### src/rtl/txq_pkg.sv
package txq_pkg;

    localparam int unsigned TXQ_DEPTH = 32;
    localparam int unsigned TXQ_WIDTH = 32;
    localparam int unsigned TXQ_HALF  = 16;

    // Operation applied to the queue in one cycle, already qualified.
    typedef struct packed {
        logic clr;
        logic push;
        logic pop;
    } txq_op_t;

    typedef struct packed {
        logic empty;
        logic half;
        logic full;
    } txq_flags_t;

    typedef enum logic {
        SEND_IDLE   = 1'b0,
        SEND_ACTIVE = 1'b1
    } send_state_t;

    function automatic int unsigned ptr_advance(int unsigned p, int unsigned depth);
        return (p == depth - 1) ? 0 : p + 1;
    endfunction

    function automatic txq_flags_t flags_of(int unsigned lvl, int unsigned depth,
                                            int unsigned half);
        txq_flags_t f;
        f.empty = (lvl == 0);
        f.half  = (lvl >= half);
        f.full  = (lvl >= depth);
        return f;
    endfunction

endpackage

### src/rtl/txq_storage.sv
module txq_storage #(
    parameter int unsigned DEPTH = txq_pkg::TXQ_DEPTH,
    parameter int unsigned WIDTH = txq_pkg::TXQ_WIDTH,
    localparam int unsigned PTR_W = $clog2(DEPTH)
) (
    input  logic             clk,
    input  logic             wr_en,
    input  logic [PTR_W-1:0] wr_addr,
    input  logic [WIDTH-1:0] wr_data,
    input  logic [PTR_W-1:0] rd_addr,
    output logic [WIDTH-1:0] rd_data
);

    logic [WIDTH-1:0] mem_q [DEPTH];

    always_ff @(posedge clk) begin
        if (wr_en) begin
            mem_q[wr_addr] <= wr_data;
        end
    end

    // First-word-fall-through read of the head entry.
    assign rd_data = mem_q[rd_addr];

endmodule

### src/rtl/txq_level_ctrl.sv
module txq_level_ctrl
    import txq_pkg::*;
#(
    parameter int unsigned DEPTH = txq_pkg::TXQ_DEPTH,
    parameter int unsigned HALF  = txq_pkg::TXQ_HALF,
    localparam int unsigned PTR_W = $clog2(DEPTH),
    localparam int unsigned LVL_W = $clog2(DEPTH + 1)
) (
    input  logic             clk,
    input  logic             rst,
    input  txq_op_t          op,
    output logic [PTR_W-1:0] wr_ptr,
    output logic [PTR_W-1:0] rd_ptr,
    output logic [LVL_W-1:0] level,
    output txq_flags_t       flags
);

    logic [PTR_W-1:0] wr_ptr_q, rd_ptr_q;
    logic [LVL_W-1:0] level_q;

    always_ff @(posedge clk) begin
        if (rst || op.clr) begin
            wr_ptr_q <= '0;
            rd_ptr_q <= '0;
            level_q  <= '0;
        end else begin
            if (op.push) begin
                wr_ptr_q <= PTR_W'(ptr_advance(32'(wr_ptr_q), DEPTH));
            end
            if (op.pop) begin
                rd_ptr_q <= PTR_W'(ptr_advance(32'(rd_ptr_q), DEPTH));
            end
            unique case ({op.push, op.pop})
                2'b10:   level_q <= level_q + LVL_W'(1);
                2'b01:   level_q <= level_q - LVL_W'(1);
                default: level_q <= level_q;
            endcase
        end
    end

    assign wr_ptr = wr_ptr_q;
    assign rd_ptr = rd_ptr_q;
    assign level  = level_q;
    assign flags  = flags_of(32'(level_q), DEPTH, HALF);

endmodule

### src/rtl/txq_send_gate.sv
module txq_send_gate
    import txq_pkg::*;
(
    input  logic clk,
    input  logic rst,
    input  logic auto_send,
    input  logic send_trigger,
    input  logic q_empty,
    input  logic ser_busy,
    output logic send_en,
    output logic sending
);

    send_state_t state_q;

    always_ff @(posedge clk) begin
        if (rst) begin
            state_q <= SEND_IDLE;
        end else begin
            unique case (state_q)
                SEND_IDLE: begin
                    if (send_trigger) begin
                        state_q <= SEND_ACTIVE;
                    end
                end
                SEND_ACTIVE: begin
                    // Leave only once drained and the last word has left the line.
                    if (!send_trigger && q_empty && !ser_busy) begin
                        state_q <= SEND_IDLE;
                    end
                end
                default: state_q <= SEND_IDLE;
            endcase
        end
    end

    assign sending = (state_q == SEND_ACTIVE);
    assign send_en = auto_send || sending;

endmodule

### src/rtl/txq_word_queue.sv
module txq_word_queue
    import txq_pkg::*;
#(
    parameter int unsigned DEPTH = txq_pkg::TXQ_DEPTH,
    parameter int unsigned WIDTH = txq_pkg::TXQ_WIDTH,
    parameter int unsigned HALF  = txq_pkg::TXQ_HALF,
    localparam int unsigned PTR_W = $clog2(DEPTH),
    localparam int unsigned LVL_W = $clog2(DEPTH + 1)
) (
    input  logic             clk,
    input  logic             rst,
    input  logic             push_valid,
    input  logic [WIDTH-1:0] push_data,
    input  logic             clear,
    input  logic             auto_send,
    input  logic             send_trigger,
    input  logic             ser_busy,
    input  logic             pop_ready,
    output logic             pop_valid,
    output logic [WIDTH-1:0] pop_data,
    output logic [LVL_W-1:0] level,
    output logic             empty,
    output logic             half_full,
    output logic             full,
    output logic             sending
);

    txq_op_t          op;
    txq_flags_t       flags;
    logic [PTR_W-1:0] wr_ptr, rd_ptr;
    logic             send_en;
    logic             pop_fire;

    // Offer the head word only when gated open, something is held and no clear.
    assign pop_valid = send_en && !flags.empty && !clear;
    assign pop_fire  = pop_valid && pop_ready;

    always_comb begin
        op.clr  = clear;
        op.pop  = pop_fire;
        op.push = push_valid && !clear && (!flags.full || pop_fire);
    end

    txq_storage #(
        .DEPTH (DEPTH),
        .WIDTH (WIDTH)
    ) u_storage (
        .clk     (clk),
        .wr_en   (op.push),
        .wr_addr (wr_ptr),
        .wr_data (push_data),
        .rd_addr (rd_ptr),
        .rd_data (pop_data)
    );

    txq_level_ctrl #(
        .DEPTH (DEPTH),
        .HALF  (HALF)
    ) u_level (
        .clk    (clk),
        .rst    (rst),
        .op     (op),
        .wr_ptr (wr_ptr),
        .rd_ptr (rd_ptr),
        .level  (level),
        .flags  (flags)
    );

    txq_send_gate u_gate (
        .clk          (clk),
        .rst          (rst),
        .auto_send    (auto_send),
        .send_trigger (send_trigger),
        .q_empty      (flags.empty),
        .ser_busy     (ser_busy),
        .send_en      (send_en),
        .sending      (sending)
    );

    assign empty     = flags.empty;
    assign half_full = flags.half;
    assign full      = flags.full;

endmodule

### config.mk
export PLATFORM = sky130hd
export DESIGN_NAME = txq_word_queue
export DESIGN_NICKNAME = d
export VERILOG_FILES = /design/src/rtl/txq_pkg.sv /design/src/rtl/txq_storage.sv /design/src/rtl/txq_level_ctrl.sv /design/src/rtl/txq_send_gate.sv /design/src/rtl/txq_word_queue.sv
export SDC_FILE = /design/constraint.sdc
export NUM_CORES = 1
export LEC_CHECK = 0
export BUFFER_PORTS_ARGS = -buffer_cell sky130_fd_sc_hd__buf_2
export CAP_MARGIN = 20
export CORE_ASPECT_RATIO = 0.8
export CORE_MARGIN = 2
export CORE_UTILIZATION = 30
export DETAILED_ROUTE_END_ITERATION = 10
export PLACE_DENSITY = 0.53
export SETUP_SLACK_MARGIN = 0.02
export SKIP_LAST_GASP = 1
export SYNTH_ARGS = -nofsm -noshare
export SYNTH_HDL_FRONTEND = slang
export SYNTH_SLANG_ARGS = --single-unit
export TNS_END_PERCENT = 10
### constraint.sdc
create_clock -name clk -period 3.66 [get_ports clk]
set_input_delay 0.732 -clock clk [delete_from_list [all_inputs] [get_ports clk]]
set_output_delay 0.732 -clock clk [all_outputs]
set_load 0.02 [all_outputs]
=== Word-level counts from Yosys, hierarchy flattened ===
Memories as Yosys holds them, arrays and structs flattened. A register that Yosys moved wholly into a read port is not among the register bits.
Cells that the tools add are included.

* RAM bits: 1,024
* Register bits: 17
* Memories: 1

{| class="wikitable"
|+ Memories
! name !! depth !! bits a word !! read ports !! clocked after memory_dff !! wr ports !! RTL line !! text
|-
| u_storage.mem_q || 32 || 32 || 1 || 1 || 1 || txq_storage.sv:14 || <nowiki>logic [WIDTH-1:0] mem_q [DEPTH];</nowiki>
|}

* Add/sub/neg operators: 4
* Reduce and logical (&&, ||, !) cells: 17
* Equal/unequal tests: 4
* Multiplexer cells: 10
* Magnitude comparators: 2
* Bitwise logic cells: 1

{| class="wikitable"
|+ Operators with widths
! operator !! number
|-
| 2-to-1 mux 5 bit || 4
|-
| one-hot mux 6 bit (2 select lines) || 1
|-
| adder 5 x 1 -> 5 bit, second input constant || 2
|-
| == test 5 bit, second input constant || 2
|-
| logical AND 1 bit || 7
|-
| adder 6 x 1 -> 6 bit, second input constant || 1
|-
| greater-or-equal comparator 6 x 5 -> 1 bit, second input constant || 1
|-
| greater-or-equal comparator 6 bit, second input constant || 1
|-
| logical NOT 6 bit || 1
|-
| subtractor 6 x 1 -> 6 bit, second input constant || 1
|-
| logical NOT 1 bit || 5
|-
| 2-to-1 mux 1 bit || 4
|-
| logical OR 1 bit || 3
|-
| == test 2 x 1 -> 1 bit, second input constant || 1
|-
| == test 2 bit, second input constant || 1
|-
| one-hot mux 1 bit (2 select lines) || 1
|-
| nonzero test 2 bit || 1
|-
| inverter 1 bit || 1
|}

=== Depth between registers and ports, before layout ===
* Depth in word-level cells: 9
* Mapped depth: 10

=== By module ===
A second synthesis with hierarchy kept.

* Cells, all modules: 2,354
* Area total of the unflattened synthesis: 40,931.8 µm²

{| class="wikitable"
|+ By module, submodules not included
! module !! area each (µm²) !! cells each !! times used
|-
| txq_storage || 39,844.5 || 2,228 || 1
|-
| txq_level_ctrl || 997.2 || 116 || 1
|-
| txq_send_gate || 52.6 || 5 || 1
|-
| txq_word_queue || 37.5 || 5 || 1
|}

=== Worst setup path before layout ===
No wires, ideal clock.

* Path kind: input to register
* From: in clear
* To: mem u_storage.mem_q[30][0] (netlist bit), enable pin
* Setup slack: 303 ps
* Arrival: 2,936 ps
* Path buffers: 1
* Stages: 5
* Data required time: 3,239 ps
* Path through: nand2b_1 -> a21oi_1 -> clkbuf_1 -> nand2_1 -> nor2_1

* Cells in the longest elaborated chain, start to end: 7
* Elaborated cells between the ends (all ways): 8

{| class="wikitable"
|+ RTL lines
! what !! RTL line !! text
|-
| start: declaration || txq_word_queue.sv:14 || <nowiki>input logic clear,</nowiki>
|-
| logical NOT 1 bit * || txq_word_queue.sv:35, txq_word_queue.sv:41 ||
|-
| logical AND 1 bit || txq_word_queue.sv:35 || <nowiki>assign pop_valid = send_en && !flags.empty && !clear;</nowiki>
|-
| logical AND 1 bit || txq_word_queue.sv:36 || <nowiki>assign pop_fire = pop_valid && pop_ready;</nowiki>
|-
| logical OR 1 bit || txq_word_queue.sv:41 || <nowiki>op.push = push_valid && !clear && (!flags.full || pop_fire);</nowiki>
|-
| logical AND 1 bit * || txq_word_queue.sv:41 ||
|-
| 2-to-1 mux 1 bit * || txq_storage.sv:17 || <nowiki>if (wr_en) begin</nowiki>
|-
| 2-to-1 mux 1 bit (not written as such) * || txq_storage.sv:18 || <nowiki>mem_q[wr_addr] <= wr_data;</nowiki>
|-
| end: declaration || txq_storage.sv:14 ||
|}

Every way passes the cells marked *; elsewhere a longest branch is shown, timed or not.

==> flow_metrics.env <==
export IMPL_status="completed"
export IMPL_power_density_mw_per_mm2=506
export IMPL_endpoint_kind="output pin"
export IMPL_r2r_setup_slack_ns=0.53
export IMPL_drive_gt1_share_pct=24.7
export IMPL_dp_slack_ns=0.155
export IMPL_arrival_ns=2.90
export IMPL_insertion_delay_ns=0.69
export IMPL_reg2reg_depth=9
export IMPL_slew_viol_final=0
export IMPL_critPathCapture="pop_data[30]"
export IMPL_antenna_found_initial=8
export IMPL_cts_tree="built"
export IMPL_wl_per_cell_um=26.9
export IMPL_syn_mean_instance_area_um2=19.1
export IMPL_r2r_end="u_level.level[5]"
export IMPL_portBuffers=82
export IMPL_hpwl_um=63800
export IMPL_drc=0
export IMPL_grt_util_all_layers_pct=15.9
export IMPL_synth_common_cells="1024 x edfxtp_1, 199 x mux2i_1, 139 x a21oi_1"
export IMPL_p_leak_nw=14.8
export IMPL_grt_pass1_wl_um=158000
export IMPL_max_freq_ghz=0.275
export IMPL_holdWs_ns=0.207
export IMPL_boundaryPins=83
export IMPL_finalWorstSetupSlack_ns=0.0288
export IMPL_r2r_start="u_level.level[2]"
export IMPL_worstSetupPathType="reg2out"
export IMPL_drt_vias_per_instance=5.06
export IMPL_yosys_area_top_type="edfxtp_1"
export IMPL_fillers=12200
export IMPL_synthFlopType="edfxtp_1"
export IMPL_cts_buffers=106
export IMPL_cts_sinks=1046
export IMPL_dpl_cell_count=3972
export IMPL_ys_warn_count=0
export IMPL_hold_path_class="in2reg"
export IMPL_worstPathRequired_ns=2.93
export IMPL_drv_cap=0
export IMPL_placed_area_mm2=0.0440
export IMPL_cts_root_buf="clkbuf_16"
export IMPL_synth_area_leaders="edfxtp_1 76%, mux4_2 7.1%, mux2i_1 4.9%, nor2b_1 2.1%, a21oi_1 1.7%"
export IMPL_netlist_area_mm2=0.0404
export IMPL_min_period_over_period_pct=99.2
export IMPL_finalNetCount=2395
export IMPL_start_kind="flop"
export IMPL_timing_final_hold_violations=0
export IMPL_syn_inst=2114
export IMPL_grt_pass1_vias=21500
export IMPL_dr_first_iter_drc_count=2129
export IMPL_htree_levels=3
export IMPL_syn_nets=2166
export IMPL_grt_ovfl_total=0
export IMPL_die_h_um=332
export IMPL_synth_edff_count=1024
export IMPL_cts_clk_slew_worst_paths_ns=0.06
export IMPL_die_area_mm2=0.138
export IMPL_synth_seq_cells=1046
export IMPL_holdBufCountCts=0
export IMPL_path_max_fanout=10
export IMPL_ys_types=42
export IMPL_setup_violations=0
export IMPL_finalWeightedCongestion=0.773
export IMPL_fin_cells=4203
export IMPL_min_period_ns=3.63
export IMPL_slew_headroom_pct=58.2
export IMPL_final_antenna_net_count=0
export IMPL_clk_path_buf_depth=3
export IMPL_synth_most_common_cell="edfxtp_1"
export IMPL_finalInstanceArea_mm2=0.0484
export IMPL_area_growth_pct=19.8
export IMPL_p_total_mw=24.5
export IMPL_firstDrtPassIters=5
export IMPL_fin_util_pct=36.2
export IMPL_async_flop_share_pct=0
export IMPL_finalSetupTns_ns=0
export IMPL_vias=21300
export IMPL_fp_dieW_um=414
export IMPL_worstMarginPinSlew_ns=0.627
export IMPL_routed_wl_um=113000
export IMPL_initial_core_util_pct=30.2
export IMPL_synth_top_area_share_pct=76.1
export IMPL_synth_seq_area_share_pct=77.2
export IMPL_grt_max_degree=51
export IMPL_core_area_mm2=0.134
export IMPL_num_rows=120
export IMPL_worst_clock_skew_ns=0.0204
export IMPL_ir_drop_mv=0.403
export IMPL_rsz0062_at_grt="yes"
==> cell type report <==
cell class                 instances  area [um^2]  area share (%)
sequential                      1046        31200            64.5
multi-input combinational        945         9060            18.7
clock buffer                     133         2780            5.73
timing repair buffer             240         2400            4.97
tap                             1769         2210            4.57
clock inverter                    61          722            1.49
inverter                           4         15.0          0.0310
antenna                            5         12.5          0.0259
==> worst max-delay path, stage by stage, from the launching register on <==
cell	delay (ns)
dfxtp_4	0.42
buf_12	0.17
buf_12	0.12
buf_16	0.14
mux4_2	0.50
a21oi_1	0.19
nand4_1	0.38
buf_6	0.28
==> what timing repair did <==
item	4_1_cts	5_1_grt
gates resized for setup	31	48
setup buffers	13	8
endpoints found under the setup margin	32	30
pin swaps	9	18
hold endpoints to repair	0	0
gates cloned	7	5
==> metal layers <==
| metal | wire [um] | global-route usage (%) | up-vias |
|---|---|---|---|
| met3 | 6770 | 2.67 | 176 |
| met1 | 49100 | 21.9 | 11400 |
| met5 | 26 | 0 | - |
| met4 | 2680 | 3.87 | 4 |
| met2 | 54400 | 26.2 | 670 |
| li1 | - | - | 9049 |
==> where the power goes <==
group          internal, mW  total, mW  switching, mW
clock network          6.44       11.0           4.54
registers              13.2       13.2        0.00710
logic                0.0703      0.350          0.279
total                  19.7       24.5           4.83
==> cells by family after synthesis <==
group / synth area share [%]
AOI/OAI and AO/OA: 4.37
DFF: 77.2
adders and majority gates: 0.390
xor gates and xnor gates: 0.0867
muxes: 12.1
and+or+nand+nor: 4.42
buffers and inverters: 1.46
==> how the worst min path moves through the flow <==
stage,endpoint,slack [ns],depth (start not counted),startpoint
after floorplan,flop,0.47,2,u_level.rd_ptr[3]
after CTS,u_gate.sending,0.17,2,rst
after global routing,u_gate.sending,0.19,2,rst
after global placement,u_gate.sending,0.48,2,u_gate.sending
final,u_gate.sending,0.21,2,rst
after detailed placement,u_gate.sending,0.50,2,u_gate.sending
==> state kept, by name (all words and copies together), names as in the netlist, named ones only <==
| signal | cells |
|---|---|
| u_storage.mem_q | 1024 |
| u_level.level | 6 |
| u_level.rd_ptr | 5 |
| u_level.wr_ptr | 5 |
| u_gate.sending | 1 |
==> cell usage in the layout, fill, tap and decap left out, types with 7 or more instances in the layout <==
master,instances
nand2_1,9
dfxtp_1,19
mux2i_1,199
edfxtp_1,1024
buf_6,11
a21oi_1,122
clkinv_2,15
mux4_2,128
nor2b_1,129
nor2_1,17
a21oi_2,14
nor2_4,35
buf_16,12
buf_4,110
a22oi_1,65
inv_6,7
buf_12,30
clkbuf_1,26
a211oi_1,58
bufinv_16,15
nand3_1,64
buf_2,70
ha_1,11
nand3b_1,7
nand4_1,32
clkinv_1,17
clkbuf_16,112
(Power assumes the default switching activity.)
